==> src/rtl/wunp_pkg.sv <==
package wunp_pkg;

  // Geometry of the two packed formats
  localparam int LANES_DEF = 8;
  localparam int WLO_W     = 4;   // wide format, low field
  localparam int WHI_W     = 2;   // wide format, high field
  localparam int NLO_W     = 2;   // narrow format, low field
  localparam int NHI_W     = 1;   // narrow format, high field
  localparam int OUT_W     = 8;   // back-end operand width

  localparam int WRAW_W    = WLO_W + WHI_W;
  localparam int NRAW_W    = NLO_W + NHI_W;
  localparam int WBIAS     = 1 << (WRAW_W - 1);
  localparam int NBIAS     = 1 << (NRAW_W - 1);

  typedef enum logic {
    FMT_WIDE   = 1'b0,
    FMT_NARROW = 1'b1
  } fmt_e;

  // Join fields and remove the bias of the wide format
  function automatic logic [OUT_W-1:0] join_wide(
    input logic [WLO_W-1:0] lo,
    input logic [WHI_W-1:0] hi
  );
    logic [OUT_W-1:0] raw;
    raw = OUT_W'({hi, lo});
    return raw - OUT_W'(WBIAS);
  endfunction

  // Join fields, remove the bias in the narrow width, then sign-extend
  function automatic logic [OUT_W-1:0] join_narrow(
    input logic [NLO_W-1:0] lo,
    input logic [NHI_W-1:0] hi
  );
    logic [NRAW_W-1:0] n;
    n = {hi, lo} - NRAW_W'(NBIAS);
    return {{(OUT_W-NRAW_W){n[NRAW_W-1]}}, n};
  endfunction

endpackage

==> src/rtl/wunp_lane.sv <==
module wunp_lane
  import wunp_pkg::*;
(
  input  logic [WLO_W-1:0] wlo,
  input  logic [WHI_W-1:0] whi,
  input  logic [NLO_W-1:0] nlo,
  input  logic [NHI_W-1:0] nhi,
  input  fmt_e             fmt,
  output logic [OUT_W-1:0] weight
);

  logic [OUT_W-1:0] wide_val;
  logic [OUT_W-1:0] narrow_val;

  assign wide_val   = join_wide(wlo, whi);
  assign narrow_val = join_narrow(nlo, nhi);

  always_comb begin
    unique case (fmt)
      FMT_NARROW: weight = narrow_val;
      default:    weight = wide_val;
    endcase
  end

endmodule

==> src/rtl/wunp_fmt_track.sv <==
module wunp_fmt_track
  import wunp_pkg::*;
(
  input  logic clk,
  input  logic rst_n,
  input  fmt_e fmt_in,
  input  logic stage_full,
  input  logic accept,
  output fmt_e fmt_use
);

  fmt_e fmt_held;

  // Outside format only while nothing is held downstream
  assign fmt_use = stage_full ? fmt_held : fmt_in;

  always_ff @(posedge clk) begin
    if (!rst_n) begin
      fmt_held <= FMT_WIDE;
    end else if (accept) begin
      fmt_held <= fmt_use;
    end
  end

endmodule

==> src/rtl/wunp_out_stage.sv <==
module wunp_out_stage
  import wunp_pkg::*;
#(
  parameter int DW = 64
) (
  input  logic          clk,
  input  logic          rst_n,
  input  logic          accept,
  input  logic [DW-1:0] d_in,
  input  fmt_e          fmt_in,
  input  logic          out_ready,
  output logic          out_valid,
  output logic [DW-1:0] out_data,
  output fmt_e          out_fmt
);

  always_ff @(posedge clk) begin
    if (!rst_n) begin
      out_valid <= 1'b0;
      out_data  <= '0;
      out_fmt   <= FMT_WIDE;
    end else begin
      if (accept) begin
        out_valid <= 1'b1;
        out_data  <= d_in;
        out_fmt   <= fmt_in;
      end else if (out_ready) begin
        out_valid <= 1'b0;
      end
    end
  end

endmodule

==> src/rtl/wunp_front.sv <==
module wunp_front
  import wunp_pkg::*;
#(
  parameter int LANES = LANES_DEF,
  localparam int LO_W = LANES * WLO_W,
  localparam int HI_W = LANES * WHI_W,
  localparam int DW   = LANES * OUT_W
) (
  input  logic            clk,
  input  logic            rst_n,
  input  logic            in_valid,
  output logic            in_ready,
  input  logic            in_fmt,
  input  logic [LO_W-1:0] in_lo,
  input  logic [HI_W-1:0] in_hi,
  output logic            out_valid,
  input  logic            out_ready,
  output logic [DW-1:0]   out_data,
  output logic            out_fmt
);

  // Named internal events (observed by the bound checker)
  logic          accept;
  logic          stage_full;
  fmt_e          fmt_use;
  fmt_e          fmt_out_e;
  logic [DW-1:0] decoded;

  assign stage_full = out_valid;
  assign in_ready   = !stage_full || out_ready;
  assign accept     = in_valid && in_ready;

  wunp_fmt_track u_fmt (
    .clk        (clk),
    .rst_n      (rst_n),
    .fmt_in     (fmt_e'(in_fmt)),
    .stage_full (stage_full),
    .accept     (accept),
    .fmt_use    (fmt_use)
  );

  for (genvar i = 0; i < LANES; i++) begin : g_lane
    wunp_lane u_lane (
      .wlo    (in_lo[i*WLO_W +: WLO_W]),
      .whi    (in_hi[i*WHI_W +: WHI_W]),
      .nlo    (in_lo[i*NLO_W +: NLO_W]),
      .nhi    (in_hi[i*NHI_W +: NHI_W]),
      .fmt    (fmt_use),
      .weight (decoded[i*OUT_W +: OUT_W])
    );
  end

  wunp_out_stage #(.DW(DW)) u_out (
    .clk       (clk),
    .rst_n     (rst_n),
    .accept    (accept),
    .d_in      (decoded),
    .fmt_in    (fmt_use),
    .out_ready (out_ready),
    .out_valid (out_valid),
    .out_data  (out_data),
    .out_fmt   (fmt_out_e)
  );

  assign out_fmt = fmt_out_e;

endmodule

==> config.mk <==
export PLATFORM = sky130hd
export DESIGN_NAME = wunp_front
export DESIGN_NICKNAME = d
export VERILOG_FILES = /design/src/rtl/wunp_pkg.sv /design/src/rtl/wunp_lane.sv /design/src/rtl/wunp_fmt_track.sv /design/src/rtl/wunp_out_stage.sv /design/src/rtl/wunp_front.sv
export SDC_FILE = /design/constraint.sdc
export NUM_CORES = 1
export LEC_CHECK = 0
export CAP_MARGIN = 25
export CORE_ASPECT_RATIO = 1.25
export CORE_MARGIN = 2
export CORE_UTILIZATION = 43
export DETAILED_ROUTE_END_ITERATION = 8
export PLACE_DENSITY = 0.83
export SLEW_MARGIN = 20
export SYNTH_ARGS = -nofsm -noshare
export SYNTH_HDL_FRONTEND = slang
export SYNTH_SLANG_ARGS = --single-unit
==> constraint.sdc <==
create_clock -name clk -period 3.2 [get_ports clk]
set_clock_uncertainty 0.15 [all_clocks]
set_input_delay 0.96 -clock clk [delete_from_list [all_inputs] [get_ports clk]]
set_output_delay 0.96 -clock clk [all_outputs]
set_load 0.1 [all_outputs]
# Word level (Yosys, flattened, before mapping)
# Cells that the tools add are included.
dict set report classes {
  n_addsub 16
  mux 11
  reduce_logical 4
}
# op count
set ops {}
lappend ops {{$mux 8} 8}
lappend ops {{$sub 6x6->7 const B} 8}
lappend ops {{$sub 3x3->3 const B} 8}
lappend ops {{$mux 1} 3}
lappend ops {{$reduce_bool 2->1} 1}
lappend ops {{$logic_and 1x1->1} 1}
lappend ops {{$logic_not 1->1} 1}
lappend ops {{$logic_or 1x1->1} 1}
dict set report totals {
  register_bits 66
  inputBits 53
  out_inout_bits 67
  word_cells 34
}

# Logic depth before layout (Yosys ltp)
# Gate-level depths: netlist of run 1.
dict set report logic_depth {
  word_depth 4
  depth_mapped 6
  depth_no_buf 4
}

# By module
# Synthesis of run 1 repeated with hierarchy kept, for this count alone.
dict set report hier_totals {
  cells_unflattened 317
  hier_area_um2 3266.9
}
# mod instances cells_each area_each_um2 seq_area_each_um2
set modules_own_cells {}
lappend modules_own_cells {wunp_out_stage 1 213 2542.4 1321.3}
lappend modules_own_cells {wunp_lane 8 12 80.1 0.0}
lappend modules_own_cells {wunp_fmt_track 1 6 61.3 20.0}
lappend modules_own_cells {wunp_front 1 2 22.5 0.0}

# Worst setup path before layout of run 1
# No wires, ideal clock.
dict set report synth_timing {
  path_type {register -> output}
  startpoint {register u_out.out_valid}
  endpoint {output port in_ready}
  arrival_time_ns 1.782
  setup_slack_ns 0.308
  stages_incl_launch_ff 4
  path_cell_list {dfxtp_1 -> and2b_1 -> clkinv_1 -> buf_2}
}
dict set report synth_between {
  elab_chain_cells 2
}
# item line
set synth_rtl {}
lappend synth_rtl {{start: declaration} wunp_out_stage.sv:12} ;# output logic out_valid,
lappend synth_rtl {{start signal: assignment} wunp_out_stage.sv:19} ;# out_valid <= 1'b0;
lappend synth_rtl {{start signal: assignment} wunp_out_stage.sv:24} ;# out_valid <= 1'b1;
lappend synth_rtl {{start signal: assignment} wunp_out_stage.sv:28} ;# out_valid <= 1'b0;
lappend synth_rtl {{$logic_not 1->1} wunp_front.sv:30} ;# assign in_ready = !stage_full || out_ready;
lappend synth_rtl {{$logic_or 1x1->1} wunp_front.sv:30}
lappend synth_rtl {{end: declaration} wunp_front.sv:12} ;# output logic in_ready,
# No other way between the ends.

# Worst setup path in the final report of run 1
dict set report layout_timing {
  startpoint {input port out_ready}
  endpoint {output port in_ready}
}
dict set report layout_between {
  elab_chain_cells 1
}
# item line
set layout_rtl {}
lappend layout_rtl {{start: declaration} wunp_front.sv:17} ;# input logic out_ready,
lappend layout_rtl {{$logic_or 1x1->1} wunp_front.sv:30}
# No other way between the ends.

==> summary.md, run 1 <==
| Metric | Value |
|---|---|
| Slew Limit Fails | 0 |
| Clk pwr share | 19.8% |
| Average size of a mapped cell | 9.24 sq um |
| Worst setup EP type | primary output |
| Residual DRC count | 0 |
| Dpl hpwl | 4520 um |
| Worst-path fanout max | 2 |
| Rows | 29 |
| Slowest-stage cell, CP | clkdlybuf4s50_1 |
| DR iter-0 viols | 96 |
| Initial antenna violation count | 0 |
| Core Region | 5150 sq um |
| Post-CTS Resized | 0 |
| Die ar. | 6000 sq um |
| M1 GR Usage | 25.1% |
| Wirelength per Cell | 15.8 um |
| TritonCTS clock tree | built |
| Min Clock Period, post-route | 3.00 ns |
| Post-DRT Antenna Nets | 0 |
| Comb power frac | 43.9% |
| Horiz. Die Dim | 69.7 um |
| Area grow syn2layout | 45.3% |
| Cts hold-fix bufs | 0 |
| Drt total wl | 6470 um |
| Max-Cap Viols | 0 |
| GRT met2 Usage | 37.7% |
| P_leak | 1.47 nW |
| Power Total | 1.94 mW |
| Worst-margin pin slew | 0.378 ns |
| Clk Tree Root Cell | clkbuf_8 |
| Critical Path AT | 1.89 ns |
| Syn_nets | 304 |
| Critical path class | input port to primary output |
| Seq/Total Area, Yosys | 43.1% |
| Final instance area | 3370 sq um |
| Largest net degree at the start of global routing | 53 |
| Cell Chain, Critical Path | clkdlybuf4s50_1 -> and2b_1 -> clkinv_1 -> buf_12 |
| Starting Density | 45.0% |
| FMAX | 333 MHz |
| Fin. Hold Viols | 0 |
| Gp weighted congestion | 0.735 |
| Net Sw Power | 0.870 mW |
| CTS Buf Count | 5 |
| P per Cell Area | 576 nW/um^2 |
| Yosys reg bits | 50 |
| PortBufs | 119 |
| Final setup fails | 0 |
| Area after DPL | 3280 sq um |
| Post-route core utilization | 65.4% |
| Busiest grt layer | met2 |
| Synth unique cells | 24 |
| Total gr overflow | 0 |
| WP data required | 2.09 ns |
| Crit share post-route | 93.7% |
| Flop pwr share | 36.4% |
| Post-CTS setup buffer count | 0 |
| Total vias in the final route | 2206 |
| Peak VDD IR | 0.290 mV |
| # diodes | 0 |
| Final net count | 399 |
| Clk sinks | 50 |
| H-tree Lvls | 2 |
| Status | completed |
| Total GRT Usage | 21.4% |
| Die height | 86.1 um |
| Switching Share | 44.8% |
| Layout cells sized above 1 | 27.1% |
| Clk pin slew, worst setup/hold paths | 0.09 ns |
| GR Util met3 | 6.23% |
| Clk_lat worst skew | 0.29 ns |
| Fillers | 470 |
| Synthesized instance count | 251 |
| Startpoint types | input port |
| Via density | 5.39 |
| Crit path largest cell delay | 0.39 ns |
| Drt pass-1 iters | 4 |
| Worst slew margin | 74.7% |
| RSZ-0062 raised after global routing | no |
| Internal | 1.07 mW |
| CTS Buffer Depth | 2 |
| HP Class | register to register |
| Vias in the first global route | 2154 |
| Ys Warns | 0 |
| Mapped cell area | 2320 sq um |
| I/O pin count | 120 |
| First-pass GRT wire length | 10400 um |
| Setup total negative slack | 0 ns |
critical path, delay by kind of cell:
kind / cells / cell delay, ns
and+or+nand+nor: 1 / 0.22
buffers and inverters: 3 / 0.71
registers in the layout (all words and copies together), names as in the netlist:
signal / flops
u_out.out_data: 48
u_fmt.fmt_held: 1
u_out.out_valid: 1
power by group through the flow:
stage               logic [mW]  registers (mW)  clock network, mW
floorplan                0.300            1.08                  0
global placement         0.847           0.719                  0
detailed placement       0.854           0.719                  0
CTS                      0.854           0.706              0.392
global route             0.882           0.713              0.418
finish                   0.851           0.706              0.383
synthesized netlist by cell type:
| master | number | share of area, % |
|---|---|---|
| o22ai_1 | 17 | 4.6 |
| nand3_1 | 3 | 0.65 |
| inv_1 | 5 | 0.81 |
| or2_2 | 2 | 0.54 |
| clkbuf_2 | 1 | 0.22 |
| mux2i_1 | 23 | 9.9 |
| o21ai_0 | 2 | 0.43 |
| mux2i_4 | 1 | 0.97 |
| buf_2 | 7 | 1.5 |
| a21oi_1 | 33 | 7.1 |
| dfxtp_1 | 50 | 43 |
| or2_1 | 3 | 0.81 |
| a311oi_1 | 14 | 5.3 |
| clkinv_1 | 1 | 0.16 |
| nor2_1 | 1 | 0.16 |
| buf_1 | 1 | 0.16 |
| a211oi_1 | 16 | 5.2 |
| nand2_1 | 31 | 5.0 |
| clkbuf_1 | 10 | 1.6 |
| buf_4 | 16 | 5.2 |
| buf_6 | 4 | 1.9 |
| mux2_2 | 8 | 3.9 |
| and2b_1 | 1 | 0.32 |
| xor2_1 | 1 | 0.38 |
per-stage QoR:
| step | std cells | hold slack (ns) | setup slack [ns] |
|---|---|---|---|
| floorplan | 251 | 0.750 | 0.308 |
| finish | 409 | 0.331 | 0.200 |
| global placement | 401 | 0.306 | 0.187 |
| global route | 409 | 0.346 | 0.183 |
| CTS | 409 | 0.329 | 0.196 |
| detailed placement | 401 | 0.313 | 0.206 |
path summary, 6_finish.rpt:
check,depth (start not counted),slack [ns],endpoint,from
setup / recovery,4,0.20,in_ready,out_ready
hold / removal,2,0.33,u_out.out_data[11],u_out.out_data[11]
setup reg to reg,4,1.42,u_out.out_data[29],u_out.out_valid
hold reg to reg,2,0.33,u_out.out_data[11],u_out.out_data[11]
kinds of logic after synthesis:
kind of cell              share of synthesized area, %
and+or+nand+nor                                   7.50
muxes                                             14.8
buffers and inverters                             11.6
xor gates and xnor gates                         0.378
DFF                                               43.1
AOI/OAI and AO/OA                                 22.6
cell type report:
| class | instances | area (sq um) | share of cell area, % |
|---|---|---|---|
| Timing Repair Buffer | 127 | 1120 | 33.3 |
| Multi-Input combinational cell | 156 | 1060 | 31.4 |
| Sequential cell | 50 | 1000 | 29.7 |
| Clock buffer | 7 | 86.3 | 2.56 |
| Tap cell | 62 | 77.6 | 2.30 |
| Inverter | 6 | 22.5 | 0.668 |
| Clock inverter | 1 | 5.00 | 0.148 |
routing by layer:
layer,vias to the layer above,part of all wire [%]
met5,-,0
met4,0,1.3
met3,6,7.4
met2,85,49
met1,1035,42
li1,1080,-
cells in the final DEF, fill, tap and decap left out:
cell             count
clkbuf_1             1
mux2i_4              1
buf_12               3
mux2_2               8
a311oi_1            14
inv_1                5
clkinv_2             1
o22ai_1             17
xor2_1               1
mux2i_1             23
clkinv_1             1
or2_2                2
nor2_4               1
nand2_1             31
or2_1                3
buf_4               72
a21oi_1             33
o21ai_0              2
clkbuf_8             6
clkdlybuf4s50_1     52
and2b_1              1
nand3_1              3
dfxtp_1             50
a211oi_1            16
Power figures use the tool's default switching activity.
==> inputs of run 2 (changes only) <==
Settings changed: CORE_MARGIN 2 to unset, CORE_UTILIZATION 43 to 40, PLACE_DENSITY 0.83 to 0.78.
Clock period 3.2 ns to 3.3 ns, I/O delays scaled along.
==> summary.md, run 2 (same netlist as run 1, synthesis figures left out) <==
| Metric | Value |
|---|---|
| Dpl hpwl | 4620 um (+2.2%) |
| Die height | 87.1 um (+1.2%) |
| Rows | 30 (+3.4%) |
| H-tree Lvls | 2 (unchanged) |
| Family with the most delay on the worst path | buffers and inverters |
| Number of non-filler instances in the completed layout | 413 (+0.98%) |
| FMAX | 314 MHz |
| Cts hold-fix bufs | 0 (unchanged) |
| Clk pin slew, worst setup/hold paths | 0.08 ns (about the same) |
| Critical Path AT | 2.04 ns (+0.15 ns) |
| Worst-margin pin slew | 0.432 ns (+0.0537 ns) |
| Status | completed |
| Initial antenna violation count | 0 (unchanged) |
| Post-route core utilization | 61.2% (-4.2 points) |
| Drt pass-1 iters | 4 (unchanged) |
| Clk Tree Root Cell | clkbuf_8 |
| CP bufs+invs | 3 (unchanged) |
| Final setup fails | 0 (unchanged) |
| Clk_lat worst skew | 0.30 ns (about the same) |
| Reg with most FFs | u_out.out_data |
| Cells after DPL | 405 (+1.0%) |
| CTS Buf Count | 5 (unchanged) |
| P per Cell Area | 556 nW/um^2 (-3.5%) |
| Min Clock Period, post-route | 3.18 ns |
| Worst Hold Depth | 2 (unchanged) |
| I/O pin count | 120 (unchanged) |
| Final net count | 401 (+0.50%) |
| Starting Density | 42.0% (-3.0 points) |
| Area grow syn2layout | 45.5% |
| Multi-input gate area | 1060 sq um (unchanged) |
| Via density | 5.23 (-3.0%) |
| Total vias in the final route | 2160 (-2.1%) |
| Worst slew margin | 71.1% (-3.6 points) |
| Worst r2r path cells | 6 (+2) |
| Horiz. Die Dim | 70.1 um (+0.60%) |
| Commonest cells after routing, fill and taps aside | buf_4, clkdlybuf4s50_1, dfxtp_1, a21oi_1, nand2_1 |
| HP Class | register to register |
| TritonCTS clock tree | built |
| Residual DRC count | 0 (unchanged) |
| Wirelength per Cell | 15.5 um (-2.1%) |
| P_leak | 1.47 nW (+0.27%) |
| Largest registers | u_out.out_data (48), u_fmt.fmt_held (1), u_out.out_valid (1) |
| Post-CTS Resized | 0 (unchanged) |
| Commonest non-fill, non-tap cell in the layout | buf_4 |
| Fillers | 516 (+9.8%) |
| Vias in the first global route | 1977 (-8.2%) |
| Seq. cell area | 1000 sq um (unchanged) |
| First-pass GRT wire length | 10000 um (-3.9%) |
| DR iter-0 viols | 113 (+18%) |
| Total GRT Usage | 20.9% (-0.49 points) |
| Slowest-stage cell, CP | clkdlybuf4s50_1 |
| Worst-path fanout max | 4 (+2) |
| Clk sinks | 50 (unchanged) |
| Cell Chain, Critical Path | clkdlybuf4s50_1 -> and2b_1 -> clkinv_1 -> buf_12 |
| CTS Buffer Depth | 2 (unchanged) |
| Post-DRT Antenna Nets | 0 (unchanged) |
| Critical path class | input port to primary output |
| RSZ-0062 raised after global routing | no |
| Slew Limit Fails | 0 (unchanged) |
| Peak VDD IR | 0.271 mV (-6.5%) |
| Startpoint types | input port |
| Worst setup EP type | primary output |
| Logic depth of the worst path, buffers included | 4 (unchanged) |
| WP data required | 2.16 ns (+0.07 ns) |
| Die ar. | 6110 sq um (+1.8%) |
| Largest net degree at the start of global routing | 48 (-9.4%) |
| Max reg flops | 48 (unchanged) |
| Drt total wl | 6400 um (-1.2%) |
| Crit path largest cell delay | 0.39 ns (about the same) |
| # diodes | 0 (unchanged) |
| Crit share post-route | 96.4% |
| Max-Cap Viols | 0 (unchanged) |
| Layout cells sized above 1 | 27.5% (+0.42 points) |
| Fin. Hold Viols | 0 (unchanged) |
| Post-CTS setup buffer count | 0 (unchanged) |
| PortBufs | 119 (unchanged) |
| Gp weighted congestion | 0.779 (+6.1%) |
| Total gr overflow | 0 (unchanged) |
| Setup total negative slack | 0 ns (unchanged) |
| Core Region | 5520 sq um (+7.1%) |
## run 2: cell type report
cell class                      instances  share of cell area (%)
Clock buffer                            7                    2.56
Timing Repair Buffer                  129                    33.3
Tap cell                               64                    2.37
Multi-Input combinational cell        156                    31.3
Clock inverter                          1                   0.148
Inverter                                6                   0.667
Sequential cell                        50                    29.7
## run 2: worst reg2reg max path, stage by stage (launching register included)
cell and delay, ns:
dfxtp_1 0.44, and2b_1 0.26, clkinv_1 0.17, buf_4 0.28, nand3_1 0.13, buf_4 0.23
o22ai_1 0.12
## run 2: path summary, 6_finish.rpt
kind	startpoint	end	slack, ns
max	out_ready	in_ready	0.12
min	u_out.out_data[11]	u_out.out_data[11]	0.32
max reg2reg	u_out.out_valid	u_out.out_data[39]	1.41
min reg2reg	u_out.out_data[11]	u_out.out_data[11]	0.32
## run 2: per-stage QoR
stage / hold slack, ns / area, sq um / power [mW] / setup slack (ns)
6_report: 0.325 / 3380 / 1.88 / 0.119
5_1_grt: 0.352 / 3380 / 1.95 / 0.0507
4_1_cts: 0.327 / 3380 / 1.89 / 0.113
3_5_place_dp: 0.313 / 3280 / 1.53 / 0.128
3_3_place_gp: 0.308 / 3280 / 1.52 / 0.168
2_1_floorplan: 0.750 / 2320 / 1.34 / 0.376
## run 2: per-layer routing
metal / GRT usage (%) / vias to the layer above / part of all wire [%]
met1: 25.4 / 994 / 43
met2: 36.3 / 76 / 50
met5: 0 / - / 0
met4: 6.00 / 0 / 1.0
met3: 5.56 / 5 / 6.1
li1: - / 1085 / -
## run 2: power breakdown
group          leakage (nW)  switching [mW]  total (mW)  internal [mW]
Sequential            0.414          0.0308       0.683          0.653
Combinational          1.01           0.610       0.825          0.215
Clock                0.0482           0.197       0.367          0.170
==> inputs of run 3 (changes only) <==
--- a/config.mk
+++ b/config.mk
@@ -11,2 +11,3 @@
 export DETAILED_ROUTE_END_ITERATION = 8
+export GPL_TIMING_DRIVEN = 0
 export PLACE_DENSITY = 0.78
--- a/constraint.sdc
+++ b/constraint.sdc
@@ -4,2 +4,2 @@
 set_output_delay 0.99 -clock clk [all_outputs]
-set_load 0.1 [all_outputs]
+set_load 0.02 [all_outputs]
==> summary.md, run 3 (same netlist as run 1, synthesis figures left out) <==
| Metric | Value |
|---|---|
| RSZ-0062 raised after global routing | no |
| H-tree Lvls | 2 (unchanged) |
| DR iter-0 viols | 122 (+8.0%) |
| Worst slack, placed | -0.523 ns (-0.651 ns) |
| Cells after DPL | 432 (+6.7%) |
| Total GRT Usage | 22.5% (+1.6 points) |
| Dpl hpwl | 5300 um (+15%) |
| Final WS setup | 0.121 ns (+0.00197 ns) |
| Worst-margin pin slew | 0.492 ns (+0.0597 ns) |
| Setup total negative slack | 0 ns (unchanged) |
| Worst-path fanout max | 5 (+1) |
| Status | completed |
| Wirelength per Cell | 16.0 um (+3.0%) |
| P per Cell Area | 420 nW/um^2 (-24%) |
| Reg with most FFs | u_out.out_data |
| Rows | 30 (unchanged) |
| Reg2reg setup slack | 1.38 ns (-0.03 ns) |
| CTS Buf Count | 5 (unchanged) |
| Worst Hold Depth | 2 (unchanged) |
| Worst r2r path cells | 6 (unchanged) |
| Hold EP | u_out.out_data[44] |
| Crit share post-route | 96.3% (about the same) |
| # diodes | 0 (unchanged) |
| Die ar. | 6110 sq um (unchanged) |
| Max-Cap Viols | 0 (unchanged) |
| Clk_lat worst skew | 0.30 ns (about the same) |
| Crit path largest cell delay | 0.40 ns (about the same) |
| Max reg flops | 48 (unchanged) |
| FMAX | 315 MHz (about the same) |
| Worst r2r src | u_out.out_valid |
| First-pass GRT wire length | 10700 um (+7.2%) |
| Slew Limit Fails | 0 (unchanged) |
| Drt pass-1 iters | 4 (unchanged) |
| Power Total | 1.54 mW (-18%) |
| Family with the most delay on the worst path | buffers and inverters |
| Cell Chain, Critical Path | clkdlybuf4s50_1 -> and2b_1 -> clkinv_4 -> clkdlybuf4s15_2 |
| Initial antenna violation count | 0 (unchanged) |
| CP bufs+invs | 3 (unchanged) |
| Drt total wl | 7040 um (+10%) |
| Worst setup EP type | primary output |
| Starting Density | 42.0% (unchanged) |
| Gp weighted congestion | 0.812 (+4.2%) |
| Area after DPL | 3570 sq um (+8.7%) |
| HP Class | register to register |
| Min Clock Period, post-route | 3.18 ns (-0.00197 ns) |
| I/O pin count | 120 (unchanged) |
| Worst slew margin | 67.2% (-3.9 points) |
| Largest registers | u_out.out_data (48), u_fmt.fmt_held (1), u_out.out_valid (1) |
| Vias in the first global route | 2180 (+10%) |
| Peak VDD IR | 0.214 mV (-21%) |
| TritonCTS clock tree | built |
| Layout cells sized above 1 | 13.0% (-15 points) |
| Clk Tree Root Cell | clkbuf_8 |
| Final instance area | 3680 sq um (+9.0%) |
| WHS | 0.330 ns (+0.00498 ns) |
| Die height | 87.1 um (unchanged) |
| Commonest cells after routing, fill and taps aside | clkdlybuf4s50_1, dfxtp_1, a21oi_1, nand2_1, mux2i_1 |
| Clk sinks | 50 (unchanged) |
| Slowest-stage cell, CP | clkdlybuf4s50_1 |
| Largest net degree at the start of global routing | 18 (-63%) |
| Residual DRC count | 0 (unchanged) |
| Final setup fails | 0 (unchanged) |
| P_leak | 1.46 nW (-1.2%) |
| Reg2reg end | u_out.out_data[12] |
| Critical path class | input port to primary output |
| Number of non-filler instances in the completed layout | 441 (+6.8%) |
| PortBufs | 117 (-1.7%) |
| Critical Path AT | 2.04 ns (about the same) |
| Core Region | 5520 sq um (unchanged) |
| WP data required | 2.16 ns (about the same) |
| Final net count | 429 (+7.0%) |
| CTS Buffer Depth | 2 (unchanged) |
| Total gr overflow | 0 (unchanged) |
| Post-DRT Antenna Nets | 0 (unchanged) |
| Commonest non-fill, non-tap cell in the layout | clkdlybuf4s50_1 |
| Area grow syn2layout | 58.6% |
| Post-route core utilization | 66.7% (+5.5 points) |
| Horiz. Die Dim | 70.1 um (unchanged) |
| HP Start | u_out.out_data[44] |
| Total vias in the final route | 2323 (+7.5%) |
| Via density | 5.27 (+0.72%) |
| Clk pin slew, worst setup/hold paths | 0.08 ns (about the same) |
| Startpoint types | input port |
| Fin. Hold Viols | 0 (unchanged) |
## run 3: cell types whose count changed in the layout (fill, tap and decap cells not counted), moves of 2 or more
cell             delta
buf_12              -2
clkdlybuf4s50_1    +64
buf_2               +6
buf_4              -57
buf_6               +4
clkbuf_1           +10
## run 3: where the power goes
| group | switching, mW | internal (mW) | total [mW] |
|---|---|---|---|
| combinational | 0.234 | 0.256 | 0.490 |
| clock | 0.202 | 0.170 | 0.372 |
| sequential | 0.0309 | 0.653 | 0.684 |
## run 3: final cells by class
class,instances,area [sq um]
fillers,483,1840
plain buffers,38,241
flip-flops and latches,50,1000
well taps,64,80.1
multi-input cells,156,1050
inverters,6,27.5
clock buffers,7,86.3
repair buffers,119,1190
clock inverters,1,5.00
## run 3: tightest hold or removal path: cells and delay by family (launching register included)
| family | cells | cell delay, ns |
|---|---|---|
| DFF | 1 | 0.32 |
| AOI/OAI and AO/OA | 1 | 0.07 |
| and+or+nand+nor | 1 | 0.05 |
## run 3: how the worst max path moves through the flow
stage                     startpoint        to  slack (ns)  cells after the start
after floorplan            out_ready  in_ready        0.58                      3
after global placement     out_ready  in_ready       -0.52                      5
after detailed placement   out_ready  in_ready       -0.52                      5
after CTS                  out_ready  in_ready        0.02                      4
after global routing       out_ready  in_ready        0.07                      4
final                      out_ready  in_ready        0.12                      4
## run 3: repair_timing
item	CTS	global route
pin swaps	0	0
setup endpoints to repair	1	1
endpoints found under the hold margin	0	0
hold buffers	0	0
resized for setup	5	0
buffers inserted	0	2
## run 3: per-layer routing
metal	global-route usage (%)	part of all wire, %	vias up
met5	0	0	-
met4	8.00	1.8	0
met3	6.37	7.3	9
met2	38.5	49	89
met1	26.9	42	1076
li1	-	-	1149
